File: src/rtl/toy_pkg.sv
package toy_pkg;

  localparam int YEAR_W = 16;

  // bit positions in the live/set word 0
  localparam int LW_SEC = 4;
  localparam int LW_MIN = 10;
  localparam int LW_HR  = 16;
  localparam int LW_DAY = 21;
  localparam int LW_MON = 26;

  // bit positions in an alarm word
  localparam int AW_SEC = 0;
  localparam int AW_MIN = 6;
  localparam int AW_HR  = 12;
  localparam int AW_DAY = 17;
  localparam int AW_MON = 22;
  localparam int AW_YR  = 26;

  // compare key: {year[5:0], month, day, hour, minute, second}
  localparam int KEY_W = 34;

  typedef struct packed {
    logic [YEAR_W-1:0] year;
    logic [5:0]        mon;
    logic [4:0]        day;
    logic [4:0]        hour;
    logic [5:0]        min;
    logic [5:0]        sec;
  } cal_t;

  function automatic logic [4:0] month_len(input logic [5:0] mon,
                                           input logic [YEAR_W-1:0] yr);
    logic [4:0] len;
    case (mon)
      6'd2:                     len = (yr[1:0] == 2'b00) ? 5'd29 : 5'd28;
      6'd4, 6'd6, 6'd9, 6'd11:  len = 5'd30;
      default:                  len = 5'd31;
    endcase
    return len;
  endfunction

endpackage

File: src/rtl/toy_prescaler.sv
module toy_prescaler #(
  parameter int DIV = 32768
) (
  input  logic       clk,
  input  logic       rst_n,
  input  logic       en,
  input  logic       ref_tick,
  input  logic       restart,
  output logic       sec_tick,
  output logic [3:0] frac
);
  localparam int CW = $clog2(DIV);
  localparam logic [CW-1:0] LAST = CW'(DIV - 1);

  logic [CW-1:0] cnt_q, cnt_d;

  assign sec_tick = en & ref_tick & (cnt_q == LAST);
  assign frac     = cnt_q[CW-1 -: 4];

  always_comb begin
    cnt_d = cnt_q;
    if (en) begin
      if (restart)       cnt_d = '0;
      else if (ref_tick) cnt_d = (cnt_q == LAST) ? '0 : cnt_q + 1'b1;
    end
  end

  always_ff @(posedge clk or negedge rst_n) begin
    if (!rst_n) cnt_q <= '0;
    else        cnt_q <= cnt_d;
  end

  assert_cnt_bound_R5: assert property (@(posedge clk) disable iff (!rst_n)
    cnt_q <= LAST);

  assert_cnt_hold_R1: assert property (@(posedge clk) disable iff (!rst_n)
    !en |=> $stable(cnt_q));

endmodule

File: src/rtl/toy_calendar.sv
module toy_calendar
  import toy_pkg::*;
(
  input  logic              clk,
  input  logic              rst_n,
  input  logic              en,
  input  logic              sec_tick,
  input  logic              ld_lo,
  input  logic              ld_hi,
  input  logic [31:4]       lo_val,
  input  logic [YEAR_W-1:0] yr_val,
  output cal_t              cur
);
  cal_t t_q, t_d;

  always_comb begin
    t_d = t_q;
    if (en) begin
      if (ld_lo) begin
        t_d.sec  = lo_val[LW_MIN-1:LW_SEC];
        t_d.min  = lo_val[LW_HR-1:LW_MIN];
        t_d.hour = lo_val[LW_DAY-1:LW_HR];
        t_d.day  = lo_val[LW_MON-1:LW_DAY];
        t_d.mon  = lo_val[31:LW_MON];
      end else if (sec_tick) begin
        if (t_q.sec >= 6'd59) begin
          t_d.sec = '0;
          if (t_q.min >= 6'd59) begin
            t_d.min = '0;
            if (t_q.hour >= 5'd23) begin
              t_d.hour = '0;
              if (t_q.day >= month_len(t_q.mon, t_q.year)) begin
                t_d.day = 5'd1;
                if (t_q.mon >= 6'd12) begin
                  t_d.mon  = 6'd1;
                  t_d.year = t_q.year + 1'b1;
                end else begin
                  t_d.mon = t_q.mon + 1'b1;
                end
              end else begin
                t_d.day = t_q.day + 1'b1;
              end
            end else begin
              t_d.hour = t_q.hour + 1'b1;
            end
          end else begin
            t_d.min = t_q.min + 1'b1;
          end
        end else begin
          t_d.sec = t_q.sec + 1'b1;
        end
      end
      if (ld_hi) t_d.year = yr_val;
    end
  end

  always_ff @(posedge clk or negedge rst_n) begin
    if (!rst_n) begin
      t_q.year <= '0;
      t_q.mon  <= 6'd1;
      t_q.day  <= 5'd1;
      t_q.hour <= '0;
      t_q.min  <= '0;
      t_q.sec  <= '0;
    end else begin
      t_q <= t_d;
    end
  end

  assign cur = t_q;

  assert_hold_off_R1: assert property (@(posedge clk) disable iff (!rst_n)
    !en |=> $stable(t_q));

  assert_sec_wrap_R6: assert property (@(posedge clk) disable iff (!rst_n)
    (en && sec_tick && !ld_lo && t_q.sec == 6'd59) |=> (t_q.sec == 6'd0));

  assert_leap_day_R6: assert property (@(posedge clk) disable iff (!rst_n)
    (en && sec_tick && !ld_lo && t_q.mon == 6'd2 && t_q.day == 5'd28 &&
     t_q.year[1:0] == 2'b00 && t_q.hour == 5'd23 && t_q.min == 6'd59 &&
     t_q.sec == 6'd59) |=> (t_q.day == 5'd29));

endmodule

File: src/rtl/toy_alarms.sv
module toy_alarms
  import toy_pkg::*;
#(
  parameter int N = 3
) (
  input  logic                clk,
  input  logic                rst_n,
  input  logic                en,
  input  logic [N-1:0]        wr_sel,
  input  logic [31:0]         wdata,
  input  logic [KEY_W-1:0]    cur_key,
  output logic [N-1:0][31:0]  alarm_q,
  output logic [N-1:0]        fire
);
  for (genvar i = 0; i < N; i++) begin : g_alm
    logic [31:0]      val_d;
    logic             done_q, done_d;
    logic             match;
    logic [KEY_W-1:0] want;

    assign want = {alarm_q[i][31:AW_YR], 2'b00, alarm_q[i][AW_YR-1:AW_MON],
                   alarm_q[i][AW_MON-1:AW_DAY], alarm_q[i][AW_DAY-1:AW_HR],
                   alarm_q[i][AW_HR-1:AW_MIN], alarm_q[i][AW_MIN-1:AW_SEC]};
    assign match   = en & (want == cur_key);
    assign fire[i] = match & ~done_q;

    always_comb begin
      val_d  = (en && wr_sel[i]) ? wdata : alarm_q[i];
      done_d = match & ~wr_sel[i];
    end

    always_ff @(posedge clk or negedge rst_n) begin
      if (!rst_n) begin
        alarm_q[i] <= '0;
        done_q     <= 1'b0;
      end else begin
        alarm_q[i] <= val_d;
        done_q     <= done_d;
      end
    end

    assert_fire_once_R8: assert property (@(posedge clk) disable iff (!rst_n)
      (fire[i] && !wr_sel[i]) |=> !fire[i]);

    assert_keep_off_R7: assert property (@(posedge clk) disable iff (!rst_n)
      !en |=> $stable(alarm_q[i]));
  end

endmodule

File: src/rtl/toy_unit.sv
module toy_unit
  import toy_pkg::*;
#(
  parameter int DIV     = 32768,
  parameter int N_ALARM = 3,
  parameter int ADDR_W  = 8
) (
  input  logic              clk,
  input  logic              rst_n,
  input  logic              ref_tick,
  input  logic [ADDR_W-1:0] bus_addr,
  input  logic              bus_wr,
  input  logic [31:0]       bus_wdata,
  output logic [31:0]       bus_rdata,
  output logic              irq
);
  localparam logic [ADDR_W-1:0] A_SET0 = ADDR_W'(8'h24);
  localparam logic [ADDR_W-1:0] A_SET1 = ADDR_W'(8'h28);
  localparam logic [ADDR_W-1:0] A_LIV0 = ADDR_W'(8'h2C);
  localparam logic [ADDR_W-1:0] A_LIV1 = ADDR_W'(8'h30);
  localparam int                A_ALM  = 'h34;
  localparam logic [ADDR_W-1:0] A_CTRL = ADDR_W'(8'h40);
  localparam int RUN_BIT = 11;
  localparam int OSC_BIT = 8;

  // reset: asynchronous assert, synchronous release
  logic [1:0] rsync_q;
  logic       rst_i_n;
  always_ff @(posedge clk or negedge rst_n) begin
    if (!rst_n) rsync_q <= 2'b00;
    else        rsync_q <= {rsync_q[0], 1'b1};
  end
  assign rst_i_n = rsync_q[1];

  logic [31:0] ctrl_q, ctrl_d;
  logic        irq_q, irq_d;
  logic        en, ctrl_wr, sec_tick;
  logic [3:0]  frac;
  logic [N_ALARM-1:0]       alm_wr, fire;
  logic [N_ALARM-1:0][31:0] alm_val;
  logic [KEY_W-1:0]         key;
  cal_t                     cur;

  assign en      = ctrl_q[RUN_BIT] & ctrl_q[OSC_BIT];
  assign ctrl_wr = bus_wr & (bus_addr == A_CTRL);

  for (genvar i = 0; i < N_ALARM; i++) begin : g_dec
    assign alm_wr[i] = bus_wr & (bus_addr == ADDR_W'(A_ALM + 4*i));
  end

  toy_prescaler #(.DIV(DIV)) u_pre (
    .clk      (clk),
    .rst_n    (rst_i_n),
    .en       (en),
    .ref_tick (ref_tick),
    .restart  (bus_wr & (bus_addr == A_SET0)),
    .sec_tick (sec_tick),
    .frac     (frac)
  );

  toy_calendar u_cal (
    .clk      (clk),
    .rst_n    (rst_i_n),
    .en       (en),
    .sec_tick (sec_tick),
    .ld_lo    (bus_wr & (bus_addr == A_SET0)),
    .ld_hi    (bus_wr & (bus_addr == A_SET1)),
    .lo_val   (bus_wdata[31:4]),
    .yr_val   (bus_wdata[YEAR_W-1:0]),
    .cur      (cur)
  );

  assign key = {cur.year[5:0], cur.mon, cur.day, cur.hour, cur.min, cur.sec};

  toy_alarms #(.N(N_ALARM)) u_alm (
    .clk     (clk),
    .rst_n   (rst_i_n),
    .en      (en),
    .wr_sel  (alm_wr),
    .wdata   (bus_wdata),
    .cur_key (key),
    .alarm_q (alm_val),
    .fire    (fire)
  );

  always_comb begin
    ctrl_d = ctrl_wr ? bus_wdata : ctrl_q;
    irq_d  = (|fire) | (irq_q & ~ctrl_wr);
  end

  always_ff @(posedge clk or negedge rst_i_n) begin
    if (!rst_i_n) begin
      ctrl_q <= '0;
      irq_q  <= 1'b0;
    end else begin
      ctrl_q <= ctrl_d;
      irq_q  <= irq_d;
    end
  end

  assign irq = irq_q;

  always_comb begin
    bus_rdata = '0;
    if (bus_addr == A_LIV0 && en)
      bus_rdata = {cur.mon, cur.day, cur.hour, cur.min, cur.sec, frac};
    else if (bus_addr == A_LIV1 && en)
      bus_rdata = 32'(cur.year);
    else if (bus_addr == A_CTRL)
      bus_rdata = ctrl_q;
    for (int i = 0; i < N_ALARM; i++)
      if (bus_addr == ADDR_W'(A_ALM + 4*i)) bus_rdata = alm_val[i];
  end

  assert_irq_sticky_R10: assert property (@(posedge clk) disable iff (!rst_i_n)
    (irq_q && !ctrl_wr) |=> irq_q);

  assert_fire_sets_irq_R8: assert property (@(posedge clk) disable iff (!rst_i_n)
    (|fire) |=> irq_q);

  assert_quiet_off_R9: assert property (@(posedge clk) disable iff (!rst_i_n)
    (!en && !irq_q) |=> !irq_q);

endmodule

File: config.mk
export PLATFORM = sky130hd
export DESIGN_NAME = toy_unit
export DESIGN_NICKNAME = d
export VERILOG_FILES = /design/src/rtl/toy_pkg.sv /design/src/rtl/toy_prescaler.sv /design/src/rtl/toy_calendar.sv /design/src/rtl/toy_alarms.sv /design/src/rtl/toy_unit.sv
export SDC_FILE = /design/constraint.sdc
export NUM_CORES = 1
export LEC_CHECK = 0
export BUFFER_PORTS_ARGS = -buffer_cell sky130_fd_sc_hd__clkbuf_2
export CELL_PAD_IN_SITES_DETAIL_PLACEMENT = 1
export CELL_PAD_IN_SITES_GLOBAL_PLACEMENT = 2
export CORE_UTILIZATION = 43
export DETAILED_ROUTE_END_ITERATION = 12
export PLACE_DENSITY = 0.91
export RECOVER_POWER = 100
export SKIP_CTS_REPAIR_TIMING = 1
export SYNTH_ARGS = -nofsm -noshare
export SYNTH_HDL_FRONTEND = slang
export SYNTH_SLANG_ARGS = --single-unit
File: constraint.sdc
create_clock -name clk -period 9.8 [get_ports clk]
set_input_delay 0.49 -clock clk [delete_from_list [all_inputs] [get_ports clk]]
set_output_delay 0.49 -clock clk [all_outputs]
set_load 0.03 [all_outputs]
==> reports/metrics.cfg <==
[grt]
met3_usage=0.0516
grt_start_max_net_pins=136
antenna_found_initial=0
met2_usage=0.491
globalRouteOverflowTotal=0
grt_busiest_layer=met2
grt_pass1_wl_um=59700
grt_pass1_vias=9515
met1_usage=0.417
gr-usage-all-layers=0.308

[drt]
ant_nets=0
drc=0
viasPerCell=6.36
vias=9259
firstDrtPassIters=7
drt_iter0_drc=888
wl_um=39300
routedWlPerCell_um=27.0

[synth]
ys_seq_area_frac=0.441
ys_seq_elements=193
yosys-top-cells-area=dfrtp_1, mux2_2, xnor2_1
synth_top_cell_by_area=dfrtp_1
synth.distinct_cells=62
synthTopCellsByCount=dfrtp_1, mux2_2, nor2_1
ys.flop_type=dfrtp_1
synth_edf_count=0
syn_area_um2=11000
syn_nets=1145
synthArstFlopShare=1.00
synth_top_area_frac=0.436
synth.most_common_cell=dfrtp_1
syn_inst=1088
yosysWarningCount=0
postSynthAreaPerCell_um2=10.1

[sta]
final-setup-viol-count=0
worst_pin_slew_ps=2590
fmax_ghz=0.158
fin_skew_ps=13.0
fin_tns_setup_ps=0
period_minus_slack_ps=6320
slew_headroom=-0.725
worst_slack_ps=3480
final_max_slew_viol_count=241
period_share=0.645
rsz0062_at_grt=no
hold_viol_final=0

[floorplanning]
fp.dieW_um=162
rows=58
dieArea_um2=26100
design.core.area_um2=25100
start_util=0.436
ios=77
die_h_um=162

[power]
pwr-share-comb=0.039
power.share.clock=0.444
p_int_mw=1.19
swShare=0.245
power_density_nw_per_um2=131
peakVddDrop_mv=0.120
seq_power_share=0.517
power_leakage_nw=5.52
p_switching_uw=385
p_total_mw=1.57

[placed_design]
place.gp.congestion=0.944
dp_hpwl_um=27200
io_buffers=76
dpl_cell_area_um2=11500
dp_slack_ps=5870

[cells_and_area]
area_growth_pct=9.35
postLayoutCellArea_um2=12000
fin_util=0.477
drive_gt1_frac=0.193
antenna_cells=0
nets=1170

[clock_tree]
cts_buffers=17
insertion_delay_ps=450
clockBufferDepth=2
clk_pin_slew_worst_paths_ps=80
h-tree-depth=4
root_buffer=clkbuf_16
cts.sinks=193
cts_tree=yes

[worst_setup_path]
critPathMaxFanout=41
end_kind=flip-flop
r2r_start=ctrl_q[11]
cp-start-kind=input pin
worstPathRequired_ps=10110
crit_start=bus_addr[2]
arrival_ps=6630
critPathKind=input pin to flip-flop

[job]
drv_cap=7

[run_status]
outcome=finished with violations
violations=max-capacitance violations, max-slew violations

[min_path]
min_path_type=input pin to asynchronous set/reset pin

-- layer usage --
layer | wire [um] | part of all wire
met5 | 0 | 0
met4 | 1370 | 0.035
met3 | 2370 | 0.060
met2 | 18600 | 0.47
met1 | 16900 | 0.43
-- worst max-delay path, cell delays in order --
cell,delay (ps)
clkbuf_2,80
clkbuf_1,960
or4_1,960
nor2b_2,150
clkbuf_1,1380
nand2_1,900
clkbuf_1,880
and2_0,440
a41oi_1,220
o221ai_1,150
-- power by group through the flow --
stage          sequential [mW]  clock (mW)  combinational, mW
6_report                 0.813       0.698             0.0617
5_1_grt                  0.815       0.726             0.0662
4_1_cts                  0.813       0.702             0.0611
3_5_place_dp             0.829           0             0.0605
3_3_place_gp             0.828           0             0.0596
2_1_floorplan            0.834           0             0.0183
-- through the flow --
stage,cells,hold slack [ps]
floorplan,1088,194
global placement,1423,276
detailed placement,1423,280
CTS,1455,-201
global route,1456,359
finish,1456,338
-- registers in the layout, indices dropped and copies added (netlist names) --
signal	count
u_alm.g_alm.done_q	3
ctrl_q	32
u_cal.cur	44
u_alm.alarm_q	96
rsync_q	2
irq	1
u_pre.cnt_q	15
-- path summary, 6_finish.rpt --
path                                     end  slack (ps)  cells past startpoint
setup / recovery                         irq        3480                     10
setup reg to reg               u_cal.cur[21]        5370                      6
hold reg to reg                   rsync_q[1]         360                      0
min in group clk                   ctrl_q[1]         350                      2
max in group asynchronous  u_alm.alarm_q[50]        7060                      1
hold / removal                    rsync_q[1]         340                      2
-- placed cells by master, fill, tap and decap left out, drive strengths merged, types with 4 or more instances in the layout --
cell,netlist,routed
mux2,140,140
clkbuf,53,104
nand2,75,75
nor2,102,102
a222oi,11,11
buf,30,5
dfrtp,191,191
xnor2,63,63
nor2b,4,4
and3,22,22
inv,8,11
clkinv,0,5
a21oi,51,51
nor3b,7,7
or4,5,5
and2,8,8
a221oi,20,20
nand3,32,32
nand4,29,29
o21ai,65,65
nor4,14,14
ha,13,13
a22oi,19,19
a211oi,7,7
a31oi,8,8
nor3,16,16
and4,9,9
a22o,6,6
nand2b,4,4
xor2,38,38
-- kinds of logic (layout without fill, tap and decap cells) --
group,after synthesis,in the layout,share of synthesized area
flip-flops,193,193,0.441
other,1,1,0.000342
AO/OA/AOI/OAI,213,213,0.128
multiplexers,143,143,0.147
AND/OR/NAND/NOR,333,333,0.154
XOR/XNOR,101,101,0.0808
buffers and inverters,91,129,0.0344
adder cells (fa/ha/maj),13,13,0.0149
-- cell type report --
type	count	area, um^2
fillers	2872	13100
multi-input cells	804	5710
flip-flops and latches	193	4830
clock buffers	21	460
repair buffers	89	424
well taps	330	413
clock inverters	11	104
inverters	8	30.0
(Power assumes the default switching activity.)
